File: config.mk
export PLATFORM = sky130hd
export DESIGN_NAME = strip_reduce_add
export DESIGN_NICKNAME = d
export VERILOG_FILES = /design/src/rtl/sred_pkg.sv /design/src/rtl/sred_datapath.sv /design/src/rtl/sred_control.sv /design/src/rtl/strip_reduce_add.sv
export SDC_FILE = /design/constraint.sdc
export NUM_CORES = 1
export LEC_CHECK = 0
export ABC_AREA = 1
export ABC_CLOCK_PERIOD_IN_PS = 5400
export CELL_PAD_IN_SITES_DETAIL_PLACEMENT = 1
export CELL_PAD_IN_SITES_GLOBAL_PLACEMENT = 2
export CORE_ASPECT_RATIO = 0.6
export CORE_MARGIN = 10
export CORE_UTILIZATION = 30
export DETAILED_ROUTE_END_ITERATION = 8
export GPL_TIMING_DRIVEN = 0
export PLACE_DENSITY = 0.7
export SLEW_MARGIN = 20
export SYNTH_ARGS = -nofsm -noshare
export SYNTH_HDL_FRONTEND = slang
export SYNTH_SLANG_ARGS = --single-unit
export TNS_END_PERCENT = 100
File: constraint.sdc
create_clock -name clk -period 5.4 [get_ports clk]
set_clock_uncertainty 0.15 [all_clocks]
set_input_delay 0.81 -clock clk [delete_from_list [all_inputs] [get_ports clk]]
set_output_delay 0.81 -clock clk [all_outputs]
set_load 0.01 [all_outputs]
File: src/rtl/sred_pkg.sv
package sred_pkg;

  typedef struct packed {
    logic capture;     // latch count and mode, clear accumulator
    logic chunkBegin;  // compute chunk length, clear lanes
    logic take;        // one element accepted
    logic fold;        // one tree level
    logic merge;       // add lane 0 into accumulator
    logic chunkEnd;    // subtract chunk length from remaining
  } sredStrobe_t;

  typedef enum logic [2:0] {
    S_IDLE, S_SETUP, S_LOAD, S_FOLD, S_MERGE, S_FIN
  } sredState_t;

endpackage

File: src/rtl/sred_datapath.sv
module sred_datapath
  import sred_pkg::*;
#(
  parameter int MVL    = 8,
  parameter int CNT_W  = 16,
  parameter int DATA_W = 32,
  localparam int LEN_W = $clog2(MVL + 1)
) (
  input  logic              clk,
  input  logic              rstN,
  input  sredStrobe_t       strobe,
  input  logic [CNT_W-1:0]  countIn,
  input  logic              treeIn,
  input  logic [DATA_W-1:0] elemData,
  output logic              treeQ,
  output logic              countZero,
  output logic              lastElem,
  output logic              lastLevel,
  output logic              lastChunk,
  output logic [DATA_W-1:0] acc,
  output logic [LEN_W-1:0]  lenQ,
  output logic              pulseQ
);

  localparam int IDX_W = (MVL > 1) ? $clog2(MVL) : 1;
  localparam int LVL   = $clog2(MVL);
  localparam int LVL_W = (LVL > 0) ? $clog2(LVL + 1) : 1;

  logic [CNT_W-1:0]  remaining;
  logic [LEN_W-1:0]  elemCnt;
  logic [LVL_W-1:0]  level;
  logic [LEN_W-1:0]  vlNext;
  logic [DATA_W-1:0] lanes   [MVL];
  logic [DATA_W-1:0] foldVal [MVL];

  assign vlNext    = (remaining < CNT_W'(MVL)) ? remaining[LEN_W-1:0] : LEN_W'(MVL);
  assign countZero = (countIn == '0);
  assign lastElem  = (elemCnt == lenQ - 1'b1);
  assign lastLevel = (LVL <= 1) ? 1'b1 : (level == LVL_W'(LVL - 1));
  assign lastChunk = (remaining == CNT_W'(lenQ));

  // Pairwise fold: at level l, lane i (i < stride) takes lane i + stride.
  always_comb begin
    for (int i = 0; i < MVL; i++) begin
      foldVal[i] = lanes[IDX_W'(i)];
      for (int l = 0; l < LVL; l++) begin
        if (level == LVL_W'(l) && i < (MVL >> (l + 1)))
          foldVal[i] = lanes[IDX_W'(i)] + lanes[IDX_W'((i + (MVL >> (l + 1))) % MVL)];
      end
    end
  end

  always_ff @(posedge clk or negedge rstN) begin
    if (!rstN) begin
      acc       <= '0;
      remaining <= '0;
      treeQ     <= 1'b0;
      lenQ      <= '0;
      elemCnt   <= '0;
      level     <= '0;
      pulseQ    <= 1'b0;
    end else begin
      pulseQ <= strobe.chunkBegin;
      if (strobe.capture) begin
        acc       <= '0;
        remaining <= countIn;
        treeQ     <= treeIn;
      end
      if (strobe.chunkBegin) begin
        lenQ    <= vlNext;
        elemCnt <= '0;
        level   <= '0;
      end
      if (strobe.take) begin
        elemCnt <= elemCnt + 1'b1;
        if (!treeQ) acc <= acc + elemData;
      end
      if (strobe.fold)     level     <= level + 1'b1;
      if (strobe.merge)    acc       <= acc + lanes[0];
      if (strobe.chunkEnd) remaining <= remaining - CNT_W'(lenQ);
    end
  end

  for (genvar g = 0; g < MVL; g++) begin : g_lane
    always_ff @(posedge clk or negedge rstN) begin
      if (!rstN)
        lanes[g] <= '0;
      else if (strobe.chunkBegin)
        lanes[g] <= '0;
      else if (strobe.take && treeQ && elemCnt == LEN_W'(g))
        lanes[g] <= elemData;
      else if (strobe.fold)
        lanes[g] <= foldVal[g];
    end
  end

endmodule

File: src/rtl/sred_control.sv
module sred_control
  import sred_pkg::*;
#(
  parameter int MVL = 8
) (
  input  logic        clk,
  input  logic        rstN,
  input  logic        start,
  input  logic        countZero,
  input  logic        treeQ,
  input  logic        elemValid,
  input  logic        lastElem,
  input  logic        lastLevel,
  input  logic        lastChunk,
  output sredStrobe_t strobe,
  output logic        elemReady,
  output logic        done
);

  sredState_t state, stateNext;

  always_ff @(posedge clk or negedge rstN) begin
    if (!rstN) state <= S_IDLE;
    else       state <= stateNext;
  end

  always_comb begin
    stateNext = state;
    strobe    = '0;
    elemReady = 1'b0;
    done      = 1'b0;
    case (state)
      S_IDLE: begin
        if (start) begin
          strobe.capture = 1'b1;
          stateNext = countZero ? S_FIN : S_SETUP;
        end
      end
      S_SETUP: begin
        strobe.chunkBegin = 1'b1;
        stateNext = S_LOAD;
      end
      S_LOAD: begin
        elemReady = 1'b1;
        if (elemValid) begin
          strobe.take = 1'b1;
          if (lastElem) begin
            if (!treeQ) begin
              strobe.chunkEnd = 1'b1;
              stateNext = lastChunk ? S_FIN : S_SETUP;
            end else begin
              stateNext = (MVL > 1) ? S_FOLD : S_MERGE;
            end
          end
        end
      end
      S_FOLD: begin
        strobe.fold = 1'b1;
        if (lastLevel) stateNext = S_MERGE;
      end
      S_MERGE: begin
        strobe.merge    = 1'b1;
        strobe.chunkEnd = 1'b1;
        stateNext = lastChunk ? S_FIN : S_SETUP;
      end
      S_FIN: begin
        done = 1'b1;
        stateNext = S_IDLE;
      end
      default: stateNext = S_IDLE;
    endcase
  end

endmodule

File: src/rtl/strip_reduce_add.sv
module strip_reduce_add
  import sred_pkg::*;
#(
  parameter int MVL    = 8,
  parameter int CNT_W  = 16,
  parameter int DATA_W = 32,
  localparam int LEN_W = $clog2(MVL + 1)
) (
  input  logic              clk,
  input  logic              rstN,
  input  logic              start,
  input  logic [CNT_W-1:0]  count,
  input  logic              treeMode,
  input  logic              elemValid,
  input  logic [DATA_W-1:0] elemData,
  output logic              elemReady,
  output logic [DATA_W-1:0] result,
  output logic              done,
  output logic [LEN_W-1:0]  chunkLen,
  output logic              chunkStart
);

  sredStrobe_t strobe;
  logic treeQ, countZero, lastElem, lastLevel, lastChunk;

  sred_control #(.MVL(MVL)) i_control (
    .clk(clk), .rstN(rstN), .start(start), .countZero(countZero),
    .treeQ(treeQ), .elemValid(elemValid), .lastElem(lastElem),
    .lastLevel(lastLevel), .lastChunk(lastChunk), .strobe(strobe),
    .elemReady(elemReady), .done(done)
  );

  sred_datapath #(.MVL(MVL), .CNT_W(CNT_W), .DATA_W(DATA_W)) i_datapath (
    .clk(clk), .rstN(rstN), .strobe(strobe), .countIn(count),
    .treeIn(treeMode), .elemData(elemData), .treeQ(treeQ),
    .countZero(countZero), .lastElem(lastElem), .lastLevel(lastLevel),
    .lastChunk(lastChunk), .acc(result), .lenQ(chunkLen), .pulseQ(chunkStart)
  );

endmodule

==> out/metrics.yaml <==
grt_usage_pct: 24.1
cap_viol_max_count: 0
cp-end-kind: "flip-flop"
syn_nets: 3116
crit_path_start: "i_datapath.level[0]$_DFFE_PN0N_"
fmax_mhz: 208
wl_met2_mm: 31.0
dpl.hpwl_mm: 74.9
core_um2: 59400
yosysUniqueCellTypes: 44
slowest_stage: "clkbuf_1"
setup_viol: 0
synthArstFlopShare_pct: 100
grt_first_pass_wirelength_mm: 129
grt_pass1_vias: 19500
die_h_um: 210
cts_hold_buf: 0
finalMaxSlewViolations: 0
synth.avg_cell_area_um2: 6.20
syn-instance-count: 2915
status: "complete, no violations"
cts_tree: "built"
highest_layer: "met4"
ys_ff_latch: 191
r2r_start: "i_datapath.level[0]$_DFFE_PN0N_"
clk_latency_ps: 470
yosysWarnings: 0
min_period_ps: 4820
dp_worst_setup_slack_ps: 312
critPathArrivalTime_ps: 5030
clk_pin_slew_worst_paths_ps: 90
fin_crit_sh_pct: 89.2
grt_max_degree: 87
port_buffers: 91
reg2reg_to: "i_datapath.lanes[251]$_DFFE_PN0P_"
vias_per_cell: 5.20
wl_mm: 86.6
timing.hold.ws_ps: 92.5
wl_met3_mm: 5.73
final.setup.worst_slack_ps: 585
ff2ff_setup_slack_ps: 580
drt-pass1-iter-count: 5
globalRouteOverflowTotal: 0
critPathKind: "reg2reg"
critPathLaunchType: "flip-flop"
gp_congestion: 0.961
drt_drc_violations_left: 0
crit_chain: "inv_1 > ha_1 > clkbuf_2 > clkbuf_1 > mux2_2 > ha_1 > nand2_1 > nor2_1 > inv_1 > nor3_1 > nand3_1 > nand3_1 > nand3_1 > nand2_1 > nand2_1"
required_ps: 5620
antenna_left: 0
drive_gt1_share_pct: 3.36
die_area_um2: 70800
clockRootBuffer: "clkbuf_16"
fin_nets: 3228
ys_seq_area_share_pct: 26.4
dr_total_vias: 19900
fin_util_pct: 34.7
io-pin-count: 92
wire_per_inst_um: 22.7
synthFlopType: "dfrtp_1"
syn_to_final_growth_pct: 14.0
critPathMaxStageDelay_ps: 560
hold_viol: 0
worstRegToRegCells: 15
slew_headroom_pct: 25.9
synth_area_um2: 18100
synth_edf_count: 0
antenna_found_initial: 1
start_util_pct: 30.4
placementRows: 69
die_x_um: 337
htree_num_levels: 4
worst_pin_slew_ps: 1100
cp_max_fo: 10
cts.sink_count: 191
drtIter0Drc: 1675
rsz0062_at_grt: "no"
met1Wirelength_mm: 49.0
hold_path_class: "in2async"
ctsLongestPathBuffers: 2
fillCellCount: 7778
cts_made_buffers: 17
-- flip-flops by register name, summed over array words and instances, names as in the netlist --
| name | cells |
|---|---|
| i_datapath.lanes | 128 |
| i_datapath.treeQ | 1 |
| i_datapath.pulseQ | 1 |
| i_datapath.lenQ | 4 |
| i_datapath.elemCnt | 4 |
| i_control.state | 3 |
| i_datapath.level | 2 |
| i_datapath.remaining | 16 |
| i_datapath.acc | 32 |
-- Yosys cell counts, types with 2 or more instances --
library cell,n,area (um2)
inv_1,387,1450
nor2_2,3,18.8
dfrtp_1,191,4780
o22ai_1,3,18.8
or2_2,2,12.5
nor3_1,28,140
ha_1,143,1790
o21ai_0,157,786
and2_1,2,12.5
buf_1,3,11.3
nand4_1,24,150
o21a_1,2,15.0
fa_1,5,100
nand3b_1,7,52.6
inv_2,8,30.0
nand2_1,970,3640
clkbuf_1,38,143
o211ai_1,16,120
nand3_1,193,966
buf_2,25,125
nor4_1,6,37.5
a21o_1,5,37.5
a31oi_1,18,113
xor2_1,37,324
xnor2_1,21,184
o31ai_1,7,52.6
nand2_4,2,22.5
o21ai_1,7,35.0
nand2_2,2,12.5
mux2_2,17,191
nor2_1,280,1050
a22oi_1,6,45.0
a21oi_1,278,1390
o21bai_1,11,82.6
nand3_4,2,35.0
-- area by class of cell --
cell class	count	area [um2]	share of cell area [%]
Buffer	67	288	1.40
Multi-Input combinational cell	2262	11500	55.9
Sequential cell	191	4780	23.2
Antenna cell	3	7.51	0.0364
Inverter	395	1480	7.20
Tap cell	781	977	4.74
Timing Repair Buffer	93	971	4.71
Clock inverter	15	148	0.717
Clock buffer	17	425	2.06
-- what timing repair did --
action                                  CTS  global route
buffers inserted                          0             0
endpoints found under the setup margin    0             5
resized for setup                         0             2
-- metal layers --
metal,vias to the layer above,global-route usage (%)
met3,43,5.11
met5,-,0
met2,434,30.4
li1,9655,-
met1,9742,40.2
met4,0,3.49
-- worst max-delay path by stage --
stage | end | slack [ps] | cells past startpoint
global placement | i_datapath.lanes[194]$_DFFE_PN0P_ | -5680 | 1
global route | i_datapath.lanes[251]$_DFFE_PN0P_ | 200 | 15
finish | i_datapath.lanes[251]$_DFFE_PN0P_ | 580 | 15
detailed placement | i_datapath.lanes[254]$_DFFE_PN0P_ | 310 | 19
CTS | i_datapath.lanes[254]$_DFFE_PN0P_ | 290 | 19
floorplan | i_datapath.lanes[253]$_DFFE_PN0P_ | 2250 | 16
-- metrics by stage --
step	area, um2	TNS (ps)	std cells
4_1_cts	20600	0	3821
3_5_place_dp	20000	0	3789
3_3_place_gp	20000	-1077740	3787
5_1_grt	20600	0	3821
2_1_floorplan	18100	0	2915
6_report	20600	0	3824
-- logic make-up after synthesis --
kind of cell,after synthesis,synth area share (%)
adder cells (fa/ha/maj),148,10.5
AND/OR/NAND/NOR,1525,34.3
XOR/XNOR,58,2.81
buffers and inverters,462,9.79
multiplexers,18,1.11
flip-flops,191,26.4
AO/OA/AOI/OAI,513,15.1
-- cell usage in the layout, fill, tap and decap left out, types with 6 or more instances in the layout --
master	synthesis	layout
nand2_1	970	970
inv_1	387	387
nor2_1	280	280
a21oi_1	278	278
nand3_1	193	193
dfrtp_1	191	191
o21ai_0	157	157
ha_1	143	143
clkdlybuf4s50_1	0	90
clkbuf_1	38	38
xor2_1	37	37
nor3_1	28	28
buf_2	25	25
nand4_1	24	24
xnor2_1	21	21
a31oi_1	18	18
mux2_2	17	17
clkbuf_16	0	17
o211ai_1	16	16
o21bai_1	11	11
inv_2	8	8
nand3b_1	7	7
o21ai_1	7	7
o31ai_1	7	7
nor4_1	6	6
a22oi_1	6	6
-- worst max-delay path: cells and delay by family (launching register included) --
kind	cells	cell delay, ps
AND/OR/NAND/NOR	8	1550
buffers and inverters	4	1340
flip-flops	1	390
multiplexers	1	420
adder cells (fa/ha/maj)	2	850
Power is left out: the tool's default activity adds up to more than one toggle a clock period on the data nets, which glitch-free logic cannot reach.
